## src/rtl/com_autocfg_pkg.sv

```systemverilog
package com_autocfg_pkg;
  localparam int unsigned SEL_W  = 3;
  localparam int unsigned N_SEL  = 1 << SEL_W;
  localparam int unsigned ADDR_W = 12;
  localparam int unsigned OFF_W  = 3;

  typedef struct packed {
    logic             en;
    logic             save;
    logic [SEL_W-1:0] base_sel;
    logic [SEL_W-1:0] irq_sel;
  } cfg_t;

  // code bit0 -> 3xx/2xx, bit1 -> xFx/xEx, bit2 -> xx8/xx0
  function automatic logic [ADDR_W-1:OFF_W] base_of(input logic [SEL_W-1:0] s);
    logic [ADDR_W-1:0] b;
    b = 12'h2E0;
    b[8] = ~s[0];
    b[4] = ~s[1];
    b[3] = ~s[2];
    return b[ADDR_W-1:OFF_W];
  endfunction
endpackage

```

## src/rtl/com_cfg_reg.sv

```systemverilog
module com_cfg_reg
  import com_autocfg_pkg::*;
#(
  parameter logic [7:0] RESET_CFG = 8'h80
) (
  input  logic       clk_i,
  input  logic       rst_ni,
  input  logic       wr_i,
  input  logic [7:0] wdata_i,
  input  logic       save_req_i,
  input  logic       pnp_key_i,
  output cfg_t       cfg_o
);
  cfg_t cfg_q;

  always_ff @(posedge clk_i or negedge rst_ni) begin
    if (!rst_ni) begin
      cfg_q <= cfg_t'(RESET_CFG);
    end else begin
      if (wr_i) cfg_q <= cfg_t'(wdata_i);
      if (save_req_i) cfg_q.save <= 1'b1;
      if (pnp_key_i) cfg_q.en <= 1'b0;  // key overrides a same-cycle write
    end
  end

  assign cfg_o = cfg_q;

  AST_KEY_DROPS_EN: assert property (@(posedge clk_i) disable iff (!rst_ni)
    pnp_key_i |=> !cfg_q.en);
  AST_SAVE_STICKY: assert property (@(posedge clk_i) disable iff (!rst_ni)
    (cfg_q.save && !wr_i) |=> cfg_q.save);
endmodule

```

## src/rtl/com_addr_dec.sv

```systemverilog
module com_addr_dec
  import com_autocfg_pkg::*;
(
  input  logic              en_i,
  input  logic [SEL_W-1:0]  base_sel_i,
  input  logic [ADDR_W-1:0] addr_i,
  input  logic              aen_i,
  input  logic              ior_ni,
  input  logic              iow_ni,
  output logic              cs_o,
  output logic              rd_o,
  output logic              wr_o,
  output logic [OFF_W-1:0]  reg_off_o
);
  logic hit;

  assign hit       = (addr_i[ADDR_W-1:OFF_W] == base_of(base_sel_i));
  assign cs_o      = en_i && !aen_i && hit && (!ior_ni || !iow_ni);
  assign rd_o      = cs_o && !ior_ni;
  assign wr_o      = cs_o && !iow_ni;
  assign reg_off_o = addr_i[OFF_W-1:0];

  always_comb begin
    if (aen_i) AST_AEN_BLOCKS: assert (!cs_o);
  end
endmodule

```

## src/rtl/com_irq_route.sv

```systemverilog
module com_irq_route
  import com_autocfg_pkg::*;
(
  input  logic             en_i,
  input  logic [SEL_W-1:0] irq_sel_i,
  input  logic             req_i,
  output logic [N_SEL-1:0] irq_o
);
  for (genvar i = 0; i < N_SEL; i++) begin : g_pin
    assign irq_o[i] = en_i && req_i && (irq_sel_i == SEL_W'(i));
  end

  always_comb begin
    AST_IRQ_ONEHOT: assert ($onehot0(irq_o));
  end
endmodule

```

## src/rtl/com_autocfg.sv

```systemverilog
module com_autocfg
  import com_autocfg_pkg::*;
#(
  parameter logic [7:0] RESET_CFG = 8'h80
) (
  input  logic              clk_i,
  input  logic              rst_ni,
  input  logic              cfg_wr_i,
  input  logic [7:0]        cfg_wdata_i,
  output logic [7:0]        cfg_rdata_o,
  input  logic              save_req_i,
  input  logic              pnp_key_i,
  input  logic [ADDR_W-1:0] addr_i,
  input  logic              aen_i,
  input  logic              ior_ni,
  input  logic              iow_ni,
  output logic              cs_o,
  output logic              rd_o,
  output logic              wr_o,
  output logic [OFF_W-1:0]  reg_off_o,
  input  logic              irq_req_i,
  output logic [N_SEL-1:0]  irq_o
);
  cfg_t cfg;

  com_cfg_reg #(.RESET_CFG(RESET_CFG)) u_cfg (
    .clk_i, .rst_ni, .wr_i(cfg_wr_i), .wdata_i(cfg_wdata_i),
    .save_req_i, .pnp_key_i, .cfg_o(cfg)
  );

  com_addr_dec u_dec (
    .en_i(cfg.en), .base_sel_i(cfg.base_sel), .addr_i, .aen_i,
    .ior_ni, .iow_ni, .cs_o, .rd_o, .wr_o, .reg_off_o
  );

  com_irq_route u_irq (
    .en_i(cfg.en), .irq_sel_i(cfg.irq_sel), .req_i(irq_req_i), .irq_o
  );

  assign cfg_rdata_o = cfg;

  AST_OFF_QUIET: assert property (@(posedge clk_i) disable iff (!rst_ni)
    !cfg_rdata_o[7] |-> (irq_o == '0 && !cs_o));
endmodule

```

## config.mk

```make
export PLATFORM = sky130hd
export DESIGN_NAME = com_autocfg
export DESIGN_NICKNAME = d
export VERILOG_FILES = /design/src/rtl/com_autocfg_pkg.sv /design/src/rtl/com_cfg_reg.sv /design/src/rtl/com_addr_dec.sv /design/src/rtl/com_irq_route.sv /design/src/rtl/com_autocfg.sv
export SDC_FILE = /design/constraint.sdc
export NUM_CORES = 1
export LEC_CHECK = 0
export BUFFER_PORTS_ARGS = -buffer_cell sky130_fd_sc_hd__clkbuf_2
export CORE_MARGIN = 5
export CORE_UTILIZATION = 29
export DETAILED_ROUTE_END_ITERATION = 10
export GPL_ROUTABILITY_DRIVEN = 0
export GPL_TIMING_DRIVEN = 0
export PLACE_DENSITY = 0.67
export SETUP_SLACK_MARGIN = 0.05
export SYNTH_ARGS = -nofsm -noshare
export SYNTH_HDL_FRONTEND = slang
export SYNTH_SLANG_ARGS = --single-unit
```

## constraint.sdc

```tcl
create_clock -name clk_i -period 2.8 [get_ports clk_i]
set_clock_uncertainty 0.2 [all_clocks]
set_input_delay 0.42 -clock clk_i [delete_from_list [all_inputs] [get_ports clk_i]]
set_output_delay 0.42 -clock clk_i [all_outputs]
set_load 0.05 [all_outputs]
```

-- Yosys cells after proc, flatten, opt, wreduce, memory -nomap -nowiden
Cells that the tools add are included.
- equality and inequality tests: 8
- multiplexer cells: 3
- bitwise operators: 3
- reductions and logical operators: 21
- operator list (cell ; number):
    $logic_and A1 B1 Y1 ; 14
    $eq A3 B3 Y1 const B ; 4
    $eq A9 B7 Y1 ; 1
    $mux W8 ; 1
    $eq A3 B2 Y1 const B ; 2
    $reduce_bool A2 Y1 ; 2
    $eq A3 B1 Y1 const B ; 1
    $logic_not A1 Y1 ; 3
    $logic_not A3 Y1 ; 1
    $not A1 Y1 ; 3
    $mux W1 ; 2
    $logic_or A1 B1 Y1 ; 1
- register bits after elaboration: 8
- input bits: 29
- output and inout port bits: 22
- word-level logic and storage cells: 39

-- Longest topological paths before layout
- word-level depth: 5
- gate-level depth with buffers: 3
- gate-level depth less buffers: 3

-- By module
A second synthesis with hierarchy kept.
- cells, all modules: 45
- area, all modules: 535.5 um^2
- by module, submodules not included (module ; instances ; cells an instance ; area each (um^2)):
    com_cfg_reg ; 1 ; 19 ; 334.1
    com_addr_dec ; 1 ; 13 ; 112.6
    com_irq_route ; 1 ; 13 ; 88.8

-- Worst setup path after synthesis
No wires, ideal clock.
- path kind: reg2out
- start point: register u_cfg.cfg_q, in the netlist u_cfg.cfg_o[5]
- end point: output port rd_o
- arrival time: 2.430 ns
- data required time: 2.180 ns
- slack: -0.250 ns
- cell stages (with the launch flop): 4
- buffers on the path: 0
- cell sequence: dfrtp_1 -> xor2_1 -> nand2_1 -> nor4_1
- word-level cells in the longest chain between the ends: 5
- RTL lines (item ; line ; RTL):
    start: declaration ; com_cfg_reg.sv:14 ; cfg_t cfg_q;
    start signal: assignment ; com_cfg_reg.sv:18 ; cfg_q <= cfg_t'(RESET_CFG);
    start signal: assignment ; com_cfg_reg.sv:20 ; if (wr_i) cfg_q <= cfg_t'(wdata_i);
    $not A1 Y1 ; com_autocfg_pkg.sv:20 ; b[3] = ~s[2];
    $eq A9 B7 Y1 ; com_addr_dec.sv:17 ; assign hit = (addr_i[ADDR_W-1:OFF_W] == base_of(base_sel_i));
    $logic_and A1 B1 Y1 (2 in series) ; com_addr_dec.sv:18 ; assign cs_o = en_i && !aen_i && hit && (!ior_ni || !iow_ni);
    $logic_and A1 B1 Y1 ; com_addr_dec.sv:19 ; assign rd_o = cs_o && !ior_ni;
    end: declaration ; com_autocfg.sv:18 ; output logic rd_o,
Every way passes these cells.

-- Final worst setup path
- start point: register u_cfg.cfg_q, in the netlist u_cfg.cfg_o[7]
- end point: output port cs_o
- word-level cells in the longest chain between the ends: 3
- RTL lines (item ; line ; RTL):
    $logic_and A1 B1 Y1 (3 in series) ; com_addr_dec.sv:18 ;
    end: declaration ; com_autocfg.sv:17 ; output logic cs_o,
Every way passes these cells.

==> results.cfg <==
[setup_path]
cp_max_fo = 5
reg2regPathDepth = 1
r2r_slack_ns = 1.76
crit_required_ns = 2.18
criticalPathCategory = flip-flop to output port
worstSetupEndpointType = output port
cp-start-kind = flip-flop
critPathArrivalTime_ns = 1.74

[drt]
drc = 0
first_pass_iters = 4
vias_per_cell = 4.68
wirelength_mm = 1.31
wl_per_cell_um = 11.6
vias = 529
ant_nets = 0
drtIter0Drc = 7

[place]
port-buffer-count = 46
dp_hpwl_mm = 1.09
pre_cts_ws_ns = 0.601

[yosys]
synth_compound_area_frac = 0.0491
yosysSeqAreaShare = 0.416
syn_nets = 75
netlist-cell-type-count = 21
yosys.area_share.simple = 0.248
yosys_warnings = 0
synthCells = 46
avgSynthCellArea_um2 = 10.5
synth_fa_ha_area_frac = 0
synthXorXnorAreaFrac = 0.0543
synth_mux_area_frac = 0.160
ys_seq_elements = 8
synth_area_um2 = 484
synth_top_family_by_area = simple AND/OR/NAND/NOR gates

[sta]
fin_tns_setup_ns = 0
report.final.hold_viol_count = 0
fin_ws_ns = 0.443
setup_viol = 0
slew_viol_final = 0
max_freq_mhz = 424
rsz0062_at_grt = no
timing.final.crit_share = 0.842
min_period_ns = 2.36
max_slew_margin = 0.816
worstMarginPinSlew_ns = 0.274

[cells_and_area]
syn2layout_area_growth_pct = 59.2
drive_gt1_frac = 0.649
final_cell_mix = clkbuf_2, nor2_1, dfrtp_1, mux2_2, buf_4
nNetsFinal = 127
antennaDiodeCount = 0
largest_reg_flops = 8
postLayoutCoreUtil = 0.500
final_common_cell = clkbuf_2

[die]
dieArea_um2 = 2590
fp.dieW_um = 50.9
rows = 14
initial_core_util = 0.314
num_io_pins = 51
die-height_um = 50.9
core_area_um2 = 1540

[pwr]
cellPowerDensity_nw_per_um2 = 458
vdd_drop_max_mv = 0.288
p_leak_uw = 0.000424

[clock_network]
insertion_delay_ns = 0.24
post_cts_resized = 0
cts_root_buffer = clkbuf_4
postCtsSetupRepairBufs = 0
cts_tree = done
numCtsBuffers = 3
clk_pin_slew_ns = 0.05
clock_path_buffers = 2
numClockSinks = 8
htree_levels = 1

[global_route]
grt_overflow_total = 0
grt_pass1_vias = 472
grt_pass1_wl_mm = 1.97
grt_max_degree = 10
antenna_found_initial = 0
track_usage = 0.0972

[run]
drv_cap = 0

[worst_hold_path]
hold-path-cell-count = 2
min_path_type = primary input to flip-flop

[outcome]
status = finished, final reports clean
## cell families after synthesis
logic type,Yosys count
buffers and inverters,5
DFF,8
and+or+nand+nor,21
xor gates and xnor gates,3
AOI/OAI and AO/OA,2
muxes,7
## power by group
group	internal [uW]	switching [uW]
Sequential	127	11.7
Combinational	42.7	77.4
Clock	54.5	39.6
Total	224	129
## through the flow
step           instances  instance area, um2  power [uW]  hold slack (ns)
6_report             113                 771         353           0.0850
3_3_place_gp         108                 734         259           0.0748
5_1_grt              113                 771         375           0.0672
2_1_floorplan         46                 484         222          -0.0756
3_5_place_dp         108                 734         261           0.0750
4_1_cts              113                 771         359           0.0738
## worst paths after layout
path / startpoint / endpoint
setup / recovery: u_cfg.cfg_o[7] / cs_o
hold / removal: pnp_key_i / u_cfg.cfg_o[7]
setup reg to reg: u_cfg.cfg_o[2] / u_cfg.cfg_o[2]
hold reg to reg: u_cfg.cfg_o[4] / u_cfg.cfg_o[4]
max in group asynchronous: rst_ni / u_cfg.cfg_o[7]
min in group asynchronous: rst_ni / u_cfg.cfg_o[5]
## cells in the mapped netlist (all sizes together)
| library cell | count | share of area |
|---|---|---|
| buf | 5 | 0.072 |
| nor2 | 7 | 0.054 |
| nor2b | 1 | 0.013 |
| a2111oi | 1 | 0.031 |
| and4bb | 1 | 0.026 |
| xor2 | 2 | 0.036 |
| and2b | 1 | 0.016 |
| nand4 | 1 | 0.026 |
| a211o | 1 | 0.018 |
| nand3b | 1 | 0.016 |
| nor4 | 2 | 0.026 |
| mux2 | 6 | 0.14 |
| mux2i | 1 | 0.021 |
| nand3 | 1 | 0.010 |
| dfrtp | 7 | 0.36 |
| dfstp | 1 | 0.054 |
| nand2 | 2 | 0.016 |
| xnor2 | 1 | 0.018 |
| nand2b | 2 | 0.026 |
| nor3 | 2 | 0.021 |
## timing repair
action	in CTS	in global routing
endpoints found under the setup margin	0	0
hold endpoints to repair	7	0
hold buffers	1	0
## layout make-up
type	count	area (um2)
clock buffers	4	26.3
well taps	16	20.0
multi-input cells	33	248
flip-flops and latches	8	201
repair buffers	47	240
fillers	169	771
plain buffers	5	35.0
## routing by layer
layer | wire [um] | GRT usage | vias up | share of wire
met5 | 0 | 0 | - | 0
met4 | 0 | 0.0426 | 0 | 0
met3 | 187 | 0.0465 | 0 | 0.14
met2 | 637 | 0.161 | 30 | 0.49
met1 | 481 | 0.104 | 238 | 0.37
li1 | - | - | 261 | -
## worst max-delay path, stage by stage (launching register included)
cell	delay (ns)
dfstp_2	0.56
and2b_1	0.14
nand4_2	0.13
a2111oi_2	0.34
clkbuf_2	0.33
Note: power is estimated with default switching activity, not from simulation.
